===== config.mk =====
export PLATFORM = sky130hd
export DESIGN_NAME = uart_irq_id
export DESIGN_NICKNAME = d
export VERILOG_FILES = /design/src/rtl/uart_irq_id.sv
export SDC_FILE = /design/constraint.sdc
export NUM_CORES = 1
export LEC_CHECK = 0
export BUFFER_PORTS_ARGS = -buffer_cell sky130_fd_sc_hd__buf_4
export CAP_MARGIN = 10
export CORE_ASPECT_RATIO = 1.4
export CORE_UTILIZATION = 55
export CTS_BUF_LIST = sky130_fd_sc_hd__clkbuf_2
export DETAILED_ROUTE_END_ITERATION = 16
export PLACE_DENSITY_LB_ADDON = 0.08
export SYNTH_ARGS = -nofsm -noshare
export SYNTH_HDL_FRONTEND = slang
export SYNTH_SLANG_ARGS = --single-unit

===== constraint.sdc =====
create_clock -name clk -period 1.84 [get_ports clk]
set_clock_uncertainty 0.15 [all_clocks]
set_input_delay 0.368 -clock clk [delete_from_list [all_inputs] [get_ports clk]]
set_output_delay 0.368 -clock clk [all_outputs]
set_load 0.1 [all_outputs]

===== src/rtl/uart_irq_id.sv =====
module uart_irq_id #(
  parameter logic [15:0] RESET_DIV = 16'd1
) (
  input  logic        clk,
  input  logic        rst_n,
  input  logic [2:0]  addr,
  input  logic        wr_en,
  input  logic [7:0]  wr_data,
  input  logic        rd_en,
  output logic [7:0]  rd_data,
  input  logic [7:0]  rx_byte,
  output logic        rx_pop,
  output logic        tx_push,
  input  logic        overrun,
  input  logic        rx_avail,
  input  logic        modem_delta,
  input  logic        fifo_en,
  output logic [15:0] divisor,
  output logic        irq
);
  localparam logic [2:0] OFS_DATA = 3'd0;
  localparam logic [2:0] OFS_IER  = 3'd1;
  localparam logic [2:0] OFS_IIR  = 3'd2;
  localparam logic [2:0] OFS_LCR  = 3'd3;
  localparam logic [2:0] OFS_SCR  = 3'd7;

  localparam logic [3:0] C_NONE  = 4'h1;
  localparam logic [3:0] C_LINE  = 4'h6;
  localparam logic [3:0] C_RXTO  = 4'hC;
  localparam logic [3:0] C_THRE  = 4'h2;
  localparam logic [3:0] C_MODEM = 4'h0;

  logic [3:0] ier_q;
  logic [7:0] lcr_q, scr_q, dll_q, dlh_q;
  logic       thre_pend;
  logic [3:0] cause;

  wire dlab     = lcr_q[7];
  wire hit_data = (addr == OFS_DATA) && !dlab;
  wire hit_dll  = (addr == OFS_DATA) &&  dlab;
  wire hit_ier  = (addr == OFS_IER)  && !dlab;
  wire hit_dlh  = (addr == OFS_IER)  &&  dlab;

  assign tx_push = wr_en && hit_data;
  assign rx_pop  = rd_en && hit_data;
  assign divisor = {dlh_q, dll_q};

  always_comb begin
    if (overrun && ier_q[2])          cause = C_LINE;
    else if (rx_avail && ier_q[0])    cause = C_RXTO;
    else if (thre_pend && ier_q[1])   cause = C_THRE;
    else if (modem_delta && ier_q[3]) cause = C_MODEM;
    else                              cause = C_NONE;
  end

  assign irq = (cause != C_NONE);

  wire [7:0] iir_byte = {{2{fifo_en}}, 2'b00, cause};
  wire thre_set = tx_push || (wr_en && hit_ier && !ier_q[1] && wr_data[1]);
  wire thre_clr = rd_en && (addr == OFS_IIR) && (cause == C_THRE);

  always_comb begin
    if (hit_dll)                 rd_data = dll_q;
    else if (hit_dlh)            rd_data = dlh_q;
    else begin
      case (addr)
        OFS_DATA: rd_data = rx_byte;
        OFS_IER:  rd_data = {4'h0, ier_q};
        OFS_IIR:  rd_data = iir_byte;
        OFS_LCR:  rd_data = lcr_q;
        OFS_SCR:  rd_data = scr_q;
        default:  rd_data = 8'hFF;
      endcase
    end
  end

  always_ff @(posedge clk) begin
    if (!rst_n) begin
      ier_q     <= '0;
      lcr_q     <= '0;
      scr_q     <= '0;
      dll_q     <= RESET_DIV[7:0];
      dlh_q     <= RESET_DIV[15:8];
      thre_pend <= 1'b0;
    end else begin
      if (wr_en) begin
        if (hit_dll)                  dll_q <= wr_data;
        if (hit_dlh)                  dlh_q <= wr_data;
        if (hit_ier)                  ier_q <= wr_data[3:0];
        if (addr == OFS_LCR)          lcr_q <= wr_data;
        if (addr == OFS_SCR)          scr_q <= wr_data;
      end
      if (thre_set)      thre_pend <= 1'b1;
      else if (thre_clr) thre_pend <= 1'b0;
    end
  end
endmodule


==> summary.txt, run 1 <==
Status = complete, but fails checks
Reg2reg path depth = 7
Largest family of logic cells by synthesized area = simple AND/OR/NAND/NOR gates
Post-route insts no fill = 374
Fin. max-slew vios = 0
Highest clock rate = 427 MHz
CTS tree = done
Critical Path AT = 1830 ps
Gr ovfl total = 0
Gr usage total = 0.322
Synth area leader = dfxtp_1
Netlist cell types = 42
Fraction of layout cells with a size suffix above 1 = 0.488
Kind of critical path = flop to output port
Max-slew headroom = 0.720
Pleak = 1.39 nW
PD cells = 529 nW/um^2
Switching Fraction = 0.353
Ant diodes = 0
Slew at the pin closest to its max-slew limit = 420 ps
Core Region = 3640 sq um
Psw = 614 uW
Detailed placement HPWL = 4240 um
Crit path time final = 2340 ps
Worst Setup End Kind = output port
Syn Area/Cell = 8.35 sq um
Combinational power share = 0.335
Multi-input logic area = 1520 sq um
Root Driver = clkbuf_2
Worst-path maximum fanout = 2
Post-synthesis compound-gate area fraction = 0.219
Ys Warns = 0
DR iter-0 viols = 104
FP Rows = 26
Unrepaired setup endpoints after global routing = true
Main synth FF type = dfxtp_1
Clk sinks = 37
Final hold vios = 0
Peak supply drop = 0.732 mV
Largest net degree at the start of global routing = 38
Multiplexer share of the synthesized area = 0.0921
DRC viols = 0
Die area = 4030 sq um
Vias per cell = 6.09
Global-route wire length before repair = 9230 um
IO Port Bufs = 53
Fill count = 149
End of the worst register-to-register path = dlh_q[7]
Reg area = 778 sq um
Clock slew at reported path FFs = 190 ps
Via count = 2,278
Crit start category = flop
First-pass iteration count of the detailed router = 4
Top Ports = 54
Share of the synthesized area in the top cell type = 0.356
Chip width = 54.0 um
Setup violators final = 11
Clock power share = 0.197
Worst r2r src = lcr_q[7]
CP max stage cell = dfxtp_2
Sequential Power Share = 0.467
Netlist Area Pre-Place = 2080 sq um
Asr flop ratio synth = 0
Routed Antenna Nets = 0
Register area share after synthesis = 0.356
Reg-to-reg slack, setup = 110 ps
Initial core utilization = 0.571
Antenna violations before repair = 0
CP top delay family = compound AO/OA/AOI/OAI gates
Post-route setup slack = -503 ps
Post-CTS Hold Buffers = 0
Max Cap Viol = 0
Max incr delay on CP = 370 ps
Hold crit path type = input pin to flop
Tcrit/Tclk final = 1.27
XOR/XNOR Fraction of Synth Area = 0
Inst Count DP = 362
CTS H-tree lvls = 2
Vert. Die Dim = 74.8 um
Via count of the first global-routing pass = 2,039
Violated checks = setup timing
CP cell instances = a221o_1 -> nor2_2 -> buf_4 -> a21oi_2 -> a21oi_4 -> buf_12
Nets = 358
Layout area overhead = 58.4%
Hold-critical path depth = 3
Pwr Total = 1.74 mW
Syn Nets = 276
Hold EP = dll_q[3]
Synth area leaders = dfxtp_1 (36%), nand2_1 (9.4%), mux2i_1 (8.7%), a21boi_0 (6.9%), nand3_1 (4.6%)
Post-synthesis adder-cell area fraction = 0
CP required = 1320 ps
Total Wirelength = 7210 um
CTS buffer count = 5
Hold wc startpoint = wr_data[3]
Post-synth EDFFs = 0
Internal power = 1.13 mW
Worst path buffer plus inverter count = 2
Hold_ws = 99.6 ps
Synth Register Bits = 37
Worst-Skew Late Latency = 380 ps
Cells after synthesis = 249
Max Root-Sink Buffers = 2
Post-synthesis simple-gate area fraction = 0.270
WL/cell = 19.3 um
GPL Wtd Cong = 0.842
[how the worst max path moves through the flow]
| stage | cells past startpoint | end | slack [ps] | from |
|---|---|---|---|---|
| after floorplan | 6 | rd_data[4] | -460 | addr[0] |
| after global placement | 6 | rd_data[5] | -260 | addr[0] |
| after detailed placement | 6 | rd_data[6] | -300 | addr[0] |
| after CTS | 6 | rd_data[0] | -430 | ier_q[2] |
| after global routing | 5 | rd_data[1] | -600 | thre_pend |
| final | 6 | rd_data[0] | -500 | ier_q[2] |
[cell usage after synthesis (3+ instances only)]
master,n
mux2i_1,18
inv_1,3
nor2_1,8
o31ai_1,3
nand3_1,19
buf_6,5
a22o_1,3
nor2b_1,12
o21ai_0,8
a21oi_1,11
clkbuf_1,3
buf_2,6
a21boi_0,19
a31oi_1,4
a21boi_1,5
dfxtp_1,37
nand2_1,52
[power groups by stage]
| stage | clock network [mW] | registers, mW | logic (mW) |
|---|---|---|---|
| floorplan | 0 | 0.833 | 0.326 |
| global placement | 0 | 0.831 | 0.471 |
| detailed placement | 0 | 0.832 | 0.477 |
| CTS | 0.347 | 0.814 | 0.548 |
| global route | 0.373 | 0.816 | 0.607 |
| finish | 0.343 | 0.814 | 0.584 |
[layout make-up]
cell class                 instances  share of cell area
inverter                           4             0.00456
tap                               42              0.0160
multi-input combinational        192               0.463
sequential                        37               0.236
clock buffer                       5             0.00760
timing repair buffer              91               0.269
clock inverter                     3             0.00380
[per-layer routing]
layer	wire (um)	GRT usage	part of all wire	up-vias
met5	0	0	0	-
met4	298	0.114	0.041	0
met3	496	0.0586	0.069	32
met2	3690	0.569	0.51	123
met1	2720	0.379	0.38	1072
li1	-	-	-	1051
[repair_timing]
| item | 4_1_cts | 5_1_grt |
|---|---|---|
| pin swaps | 12 | 12 |
| resized for setup | 63 | 17 |
| buffers inserted | 2 | 3 |
| cloned | 0 | 0 |
| setup endpoints to repair | 11 | 11 |
[logic make-up after synthesis]
kind of cell / count (synthesis)
AOI/OAI and AO/OA: 66
DFF: 37
and+or+nand+nor: 107
buffers and inverters: 20
muxes: 19
[cells in the final DEF (no fill, tap or decap), types with 6 or more instances in the layout]
cell type   n
dfxtp_2    12
nand3_1    18
buf_12     15
dfxtp_1    19
nand2_1    48
mux2i_1    18
nor2b_1    12
dfxtp_4     6
buf_4      72
a21boi_0   19
[worst min-delay path: stages]
cell and delay [ps]:
buf_4 130, nand3_1 60, a21boi_1 50
[stage by stage]
step                      worst slack, ps   util  setup TNS (ps)  area [sq um]
after floorplan                      -459      -           -2290          2260
after global placement               -265  0.791           -3620          2880
after detailed placement             -300  0.791           -4050          2880
after CTS                            -433  0.872           -2830          3180
after global routing                 -597  0.904           -4010          3290
final                                -503  0.904           -3170          3290
[flip-flops by register name (all words and copies together), names as in the netlist]
register   flops
scr_q          8
dll_q          8
lcr_q          8
thre_pend      1
ier_q          4
dlh_q          8
No activity file was read; power rests on OpenSTA's default activity.
==> run 2: changes to the inputs <==
Settings changed: SKIP_LAST_GASP from default to 1.
==> run 2 against run 1 <==
  * The run still ends with setup timing left
  * First-iteration DRC count fell by 13%
  * Clock-buffer cell count did not move
  * Sequential share of layout area increased by 0.17 points
  * Combinational power shrank 0.7%
  * Sequential cell count unchanged
  * Worst hold slack lost 6.3 ps
  * Global-route usage is essentially flat
  * Final cell count unchanged
  * Die area did not move
  * Routed wire length shrank 0.18%
  * Setup slack better by 53 ps
  * Critical path type unchanged
  * Critical endpoint unchanged
  * Largest cell class unchanged
==> summary.txt, run 2 (synthesis gave the netlist of run 1 again) <==
Reg-to-reg slack, setup = 60 ps
Layout area overhead = 57.2%
Most frequent cells in the layout = buf_4 (73), nand2_1 (48), a21boi_0 (19), dfxtp_1 (19)
Detailed placement HPWL = 4240 um
Violated checks = setup timing
Highest clock rate = 437 MHz
Crit start category = flop
Initial core utilization = 0.571
Internal power = 1.13 mW
CTS buffer count = 5
Psw = 617 uW
Reg2reg path depth = 7
Hold wc startpoint = wr_data[3]
Setup violators final = 11
Via count of the first global-routing pass = 2,056
Chip width = 54.0 um
PD cells = 533 nW/um^2
Fraction of layout cells with a size suffix above 1 = 0.485
Pleak = 1.38 nW
FP Rows = 26
CP top delay family = compound AO/OA/AOI/OAI gates
CP required = 1320 ps
Ant diodes = 0
End of the worst register-to-register path = dlh_q[7]
GPL Wtd Cong = 0.842
Hold-critical path depth = 3
CP max stage cell = dfxtp_2
Worst-Skew Late Latency = 370 ps
CP cell instances = a221o_1 -> nor2_2 -> buf_4 -> a21oi_2 -> a21oi_4 -> buf_12
Hold crit path type = input pin to flop
Critical path depth in cells = 6
Worst path buffer plus inverter count = 2
Slew at the pin closest to its max-slew limit = 443 ps
Post-CTS Hold Buffers = 0
Unrepaired setup endpoints after global routing = true
Die area = 4030 sq um
Vert. Die Dim = 74.8 um
Largest net degree at the start of global routing = 38
Worst Setup End Kind = output port
Clock power share = 0.200
Root Driver = clkbuf_2
Most common cell after layout, fill and taps aside = buf_4
Worst-path maximum fanout = 3
Clock slew at reported path FFs = 190 ps
Max Cap Viol = 0
Inst Count DP = 362
DR iter-0 viols = 91
Worst r2r src = lcr_q[7]
Via count = 2,308
Routed Antenna Nets = 0
Total Wirelength = 7190 um
Status = complete, but fails checks
Pwr Total = 1.74 mW
Global-route wire length before repair = 9230 um
Max incr delay on CP = 370 ps
Critical Path AT = 1770 ps
WL/cell = 19.2 um
Core Region = 3640 sq um
Peak supply drop = 0.559 mV
CTS tree = done
Met2 Use GR = 0.578
Gr ovfl total = 0
Final hold vios = 0
Fin. max-slew vios = 0
Vias per cell = 6.17
Post-route setup slack = -450 ps
Sequential Power Share = 0.467
Met3 usage = 0.0566
Gr usage total = 0.323
Post-route insts no fill = 374
CTS H-tree lvls = 2
Clk sinks = 37
Kind of critical path = flop to output port
Max-slew headroom = 0.705
First-pass iteration count of the detailed router = 4
Crit path time final = 2290 ps
Busiest grt layer = met2
Met1 GRT Util = 0.370
Combinational power share = 0.333
Max Root-Sink Buffers = 2
Top Ports = 54
Hold EP = dll_q[3]
DRC viols = 0
Switching Fraction = 0.354
Nets = 358
IO Port Bufs = 53
Tcrit/Tclk final = 1.24
Antenna violations before repair = 0
## run 2: metal layers
metal	share of wire	routed length (um)
met1	0.39	2780
met3	0.059	426
met2	0.52	3750
met4	0.032	233
met5	0	0
## run 2: layout make-up
| type | instances | area (sq um) |
|---|---|---|
| Tap cell | 42 | 52.6 |
| Clock buffer | 5 | 25.0 |
| Sequential cell | 37 | 778 |
| Multi-Input combinational cell | 192 | 1500 |
| Inverter | 4 | 15.0 |
| Fill cell | 171 | 374 |
| Timing Repair Buffer | 91 | 882 |
| Clock inverter | 3 | 12.5 |
## run 2: worst max-delay path by stage
stage / startpoint / to / slack (ps)
final: ier_q[0] / rd_data[0] / -450
after global routing: ier_q[2] / rd_data[0] / -520
after CTS: ier_q[2] / rd_data[0] / -430
after detailed placement: addr[0] / rd_data[6] / -300
after global placement: addr[0] / rd_data[5] / -260
after floorplan: addr[0] / rd_data[4] / -460
## run 2: timing repair
action | 4_1_cts | 5_1_grt
resized for setup | 59 | 16
setup buffers | 2 | 3
cloned | 0 | 0
pin swaps | 11 | 12
setup endpoints to repair | 11 | 11
## run 2: worst register-to-register path: stages, from the launching register on
cell	delay [ps]
dfxtp_4	440
nor3b_4	250
buf_6	160
buf_4	140
nand3_2	100
buf_12	160
mux2i_1	200
nor2b_1	90
## run 2: power groups by stage
stage               clock network (mW)  registers (mW)  logic [mW]
CTS                              0.347           0.814       0.544
detailed placement                   0           0.832       0.477
finish                           0.348           0.814       0.580
floorplan                            0           0.833       0.326
global placement                     0           0.831       0.471
global route                     0.383           0.815       0.602
## run 2: metrics by stage
| stage | setup WS [ps] | TNS [ps] | cell area, sq um | utilization | hold WS, ps |
|---|---|---|---|---|---|
| floorplan | -459 | -2290 | 2260 | - | 288 |
| global placement | -265 | -3620 | 2880 | 0.791 | 297 |
| detailed placement | -300 | -4050 | 2880 | 0.791 | 303 |
| CTS | -433 | -2920 | 3160 | 0.867 | 90.8 |
| global route | -523 | -3810 | 3270 | 0.897 | 67.2 |
| finish | -450 | -3010 | 3270 | 0.897 | 93.3 |
==> run 3: changes to the inputs <==
Settings changed: CORE_ASPECT_RATIO 1.4 to 0.7, CORE_UTILIZATION 55 to 53, CTS_BUF_LIST sky130_fd_sc_hd__clkbuf_2 to default.
==> run 3 against run 2 <==
  * The run still ends with setup timing left
  * Global-route usage increased by 8.8 points
  * First-iteration DRC count rose to 5.4 times the previous value
  * Worst hold slack better by 140 ps
  * Sequential power barely moved
  * Non-clock buffer count is 10 higher
  * Sequential share of layout area shrank 1.4 points
  * Fmax grew 4.1%
  * Final cell count up 4.8%
  * Die area increased by 3.7%
==> summary.txt, run 3 (synthesis gave the netlist of run 1 again) <==
Largest net degree at the start of global routing = 38
Max Root-Sink Buffers = 2
Highest metal used = met4
Clock slew at reported path FFs = 80 ps
PD cells = 585 nW/um^2
Most common cell after layout, fill and taps aside = buf_4
Hold_ws = 235 ps
WL/cell = 28.6 um
Via count = 2,827
Worst-path maximum fanout = 4
GPL Wtd Cong = 0.860
Post-CTS Hold Buffers = 0
Worst Setup End Kind = output port
CP max stage cell = dfxtp_2
Max-slew headroom = 0.667
Hold crit path type = input pin to flop
Post-place setup slack = -361 ps
Antenna violations before repair = 0
Top Ports = 54
Nets = 368
Fraction of layout cells with a size suffix above 1 = 0.509
CP top delay family = compound AO/OA/AOI/OAI gates
Global-route wire length before repair = 12,500 um
Via count of the first global-routing pass = 2,354
IO Port Bufs = 53
Root Driver = clkbuf_8
Chip width = 76.9 um
Crit path time final = 2200 ps
Met1 wire length = 3700 um
DRC viols = 0
WL met2 = 4770 um
Core Region = 3630 sq um
Most frequent cells in the layout = buf_4 (74), nand2_1 (48), a21boi_0 (19), mux2i_1 (18), dfxtp_1 (18)
Max Cap Viol = 0
Final hold vios = 0
Unrepaired setup endpoints after global routing = true
Die area = 4180 sq um
Setup violators final = 12
CTS buffer count = 5
Critical Path AT = 1680 ps
Crit start category = flop
Met3 WL = 1640 um
Gr ovfl total = 0
Max incr delay on CP = 380 ps
Fin. max-slew vios = 0
CP required = 1320 ps
FP Rows = 18
Ant diodes = 0
Post-route setup slack = -360 ps
Highest clock rate = 455 MHz
Worst-Skew Late Latency = 300 ps
First-pass iteration count of the detailed router = 6
Vias per cell = 7.21
Vert. Die Dim = 54.4 um
Tcrit/Tclk final = 1.20
Post-route insts no fill = 392
DR iter-0 viols = 495
Clk sinks = 37
Peak supply drop = 0.654 mV
Kind of critical path = flop to output port
Violated checks = setup timing
Detailed placement HPWL = 4430 um
Initial core utilization = 0.573
Pleak = 1.46 nW
CP cell instances = a221o_1 -> nor2_4 -> o32a_1 -> a21oi_4 -> buf_12
Total Wirelength = 11,200 um
Fill count = 73
Slew at the pin closest to its max-slew limit = 498 ps
Pwr Total = 2.03 mW
Layout area overhead = 67.3%
CTS H-tree lvls = 2
Inst Count DP = 376
Routed Antenna Nets = 0
CTS tree = done
Status = complete, but fails checks
Worst path buffer plus inverter count = 1
Gr usage total = 0.411
[run 3: changes by cell type in the layout (fill, tap and decap cells not counted), sizes merged]
| cell | previous run | this run |
|---|---|---|
| bufbuf | 0 | 1 |
| buf | 91 | 100 |
[run 3: worst reg2reg max path: stages, from the launching register on]
cell      delay, ps
dfxtp_4         400
nor4b_4         390
buf_4           230
nand2_1         240
nand2_1         190
a21boi_0        140
[run 3: what timing repair did]
action	4_1_cts	5_1_grt
resized for setup	63	30
endpoints found under the setup margin	11	11
setup buffers	3	5
pin swaps	18	15
cloned	1	0
[run 3: path summary, 6_finish.rpt]
check / start / to / slack (ps) / cells past startpoint
max: ier_q[0] / rd_data[2] / -360 / 5
min: wr_data[7] / dll_q[7] / 240 / 3
max reg2reg: lcr_q[7] / dll_q[2] / -50 / 5
min reg2reg: lcr_q[2] / lcr_q[2] / 350 / 2
[run 3: report_power, final]
part	switching [mW]	internal (mW)	leakage (nW)
Sequential	0.0118	0.803	0.309
Clock	0.303	0.255	0.0430
Combinational	0.392	0.269	1.11
Total	0.707	1.33	1.46
[run 3: cell type report]
cell class	instances	area [sq um]	area share
clock buffer	5	68.8	0.0198
clock inverter	3	12.5	0.00360
inverter	4	15.0	0.00432
multi-input combinational	192	1510	0.433
sequential	37	779	0.224
tap	50	62.6	0.0180
timing repair buffer	101	1030	0.297
[run 3: metrics by stage]
step	area, sq um	utilization	setup TNS, ps
2_1_floorplan	2260	-	-2290
3_3_place_gp	2910	0.803	-3120
3_5_place_dp	2910	0.803	-3760
4_1_cts	3320	0.915	-1750
5_1_grt	3480	0.959	-3550
6_report	3480	0.959	-2770
[run 3: metal layers]
metal,GRT usage,up-vias
met2,0.708,341
met1,0.476,1282
li1,-,1068
met4,0.237,0
met5,0,-
met3,0.115,136
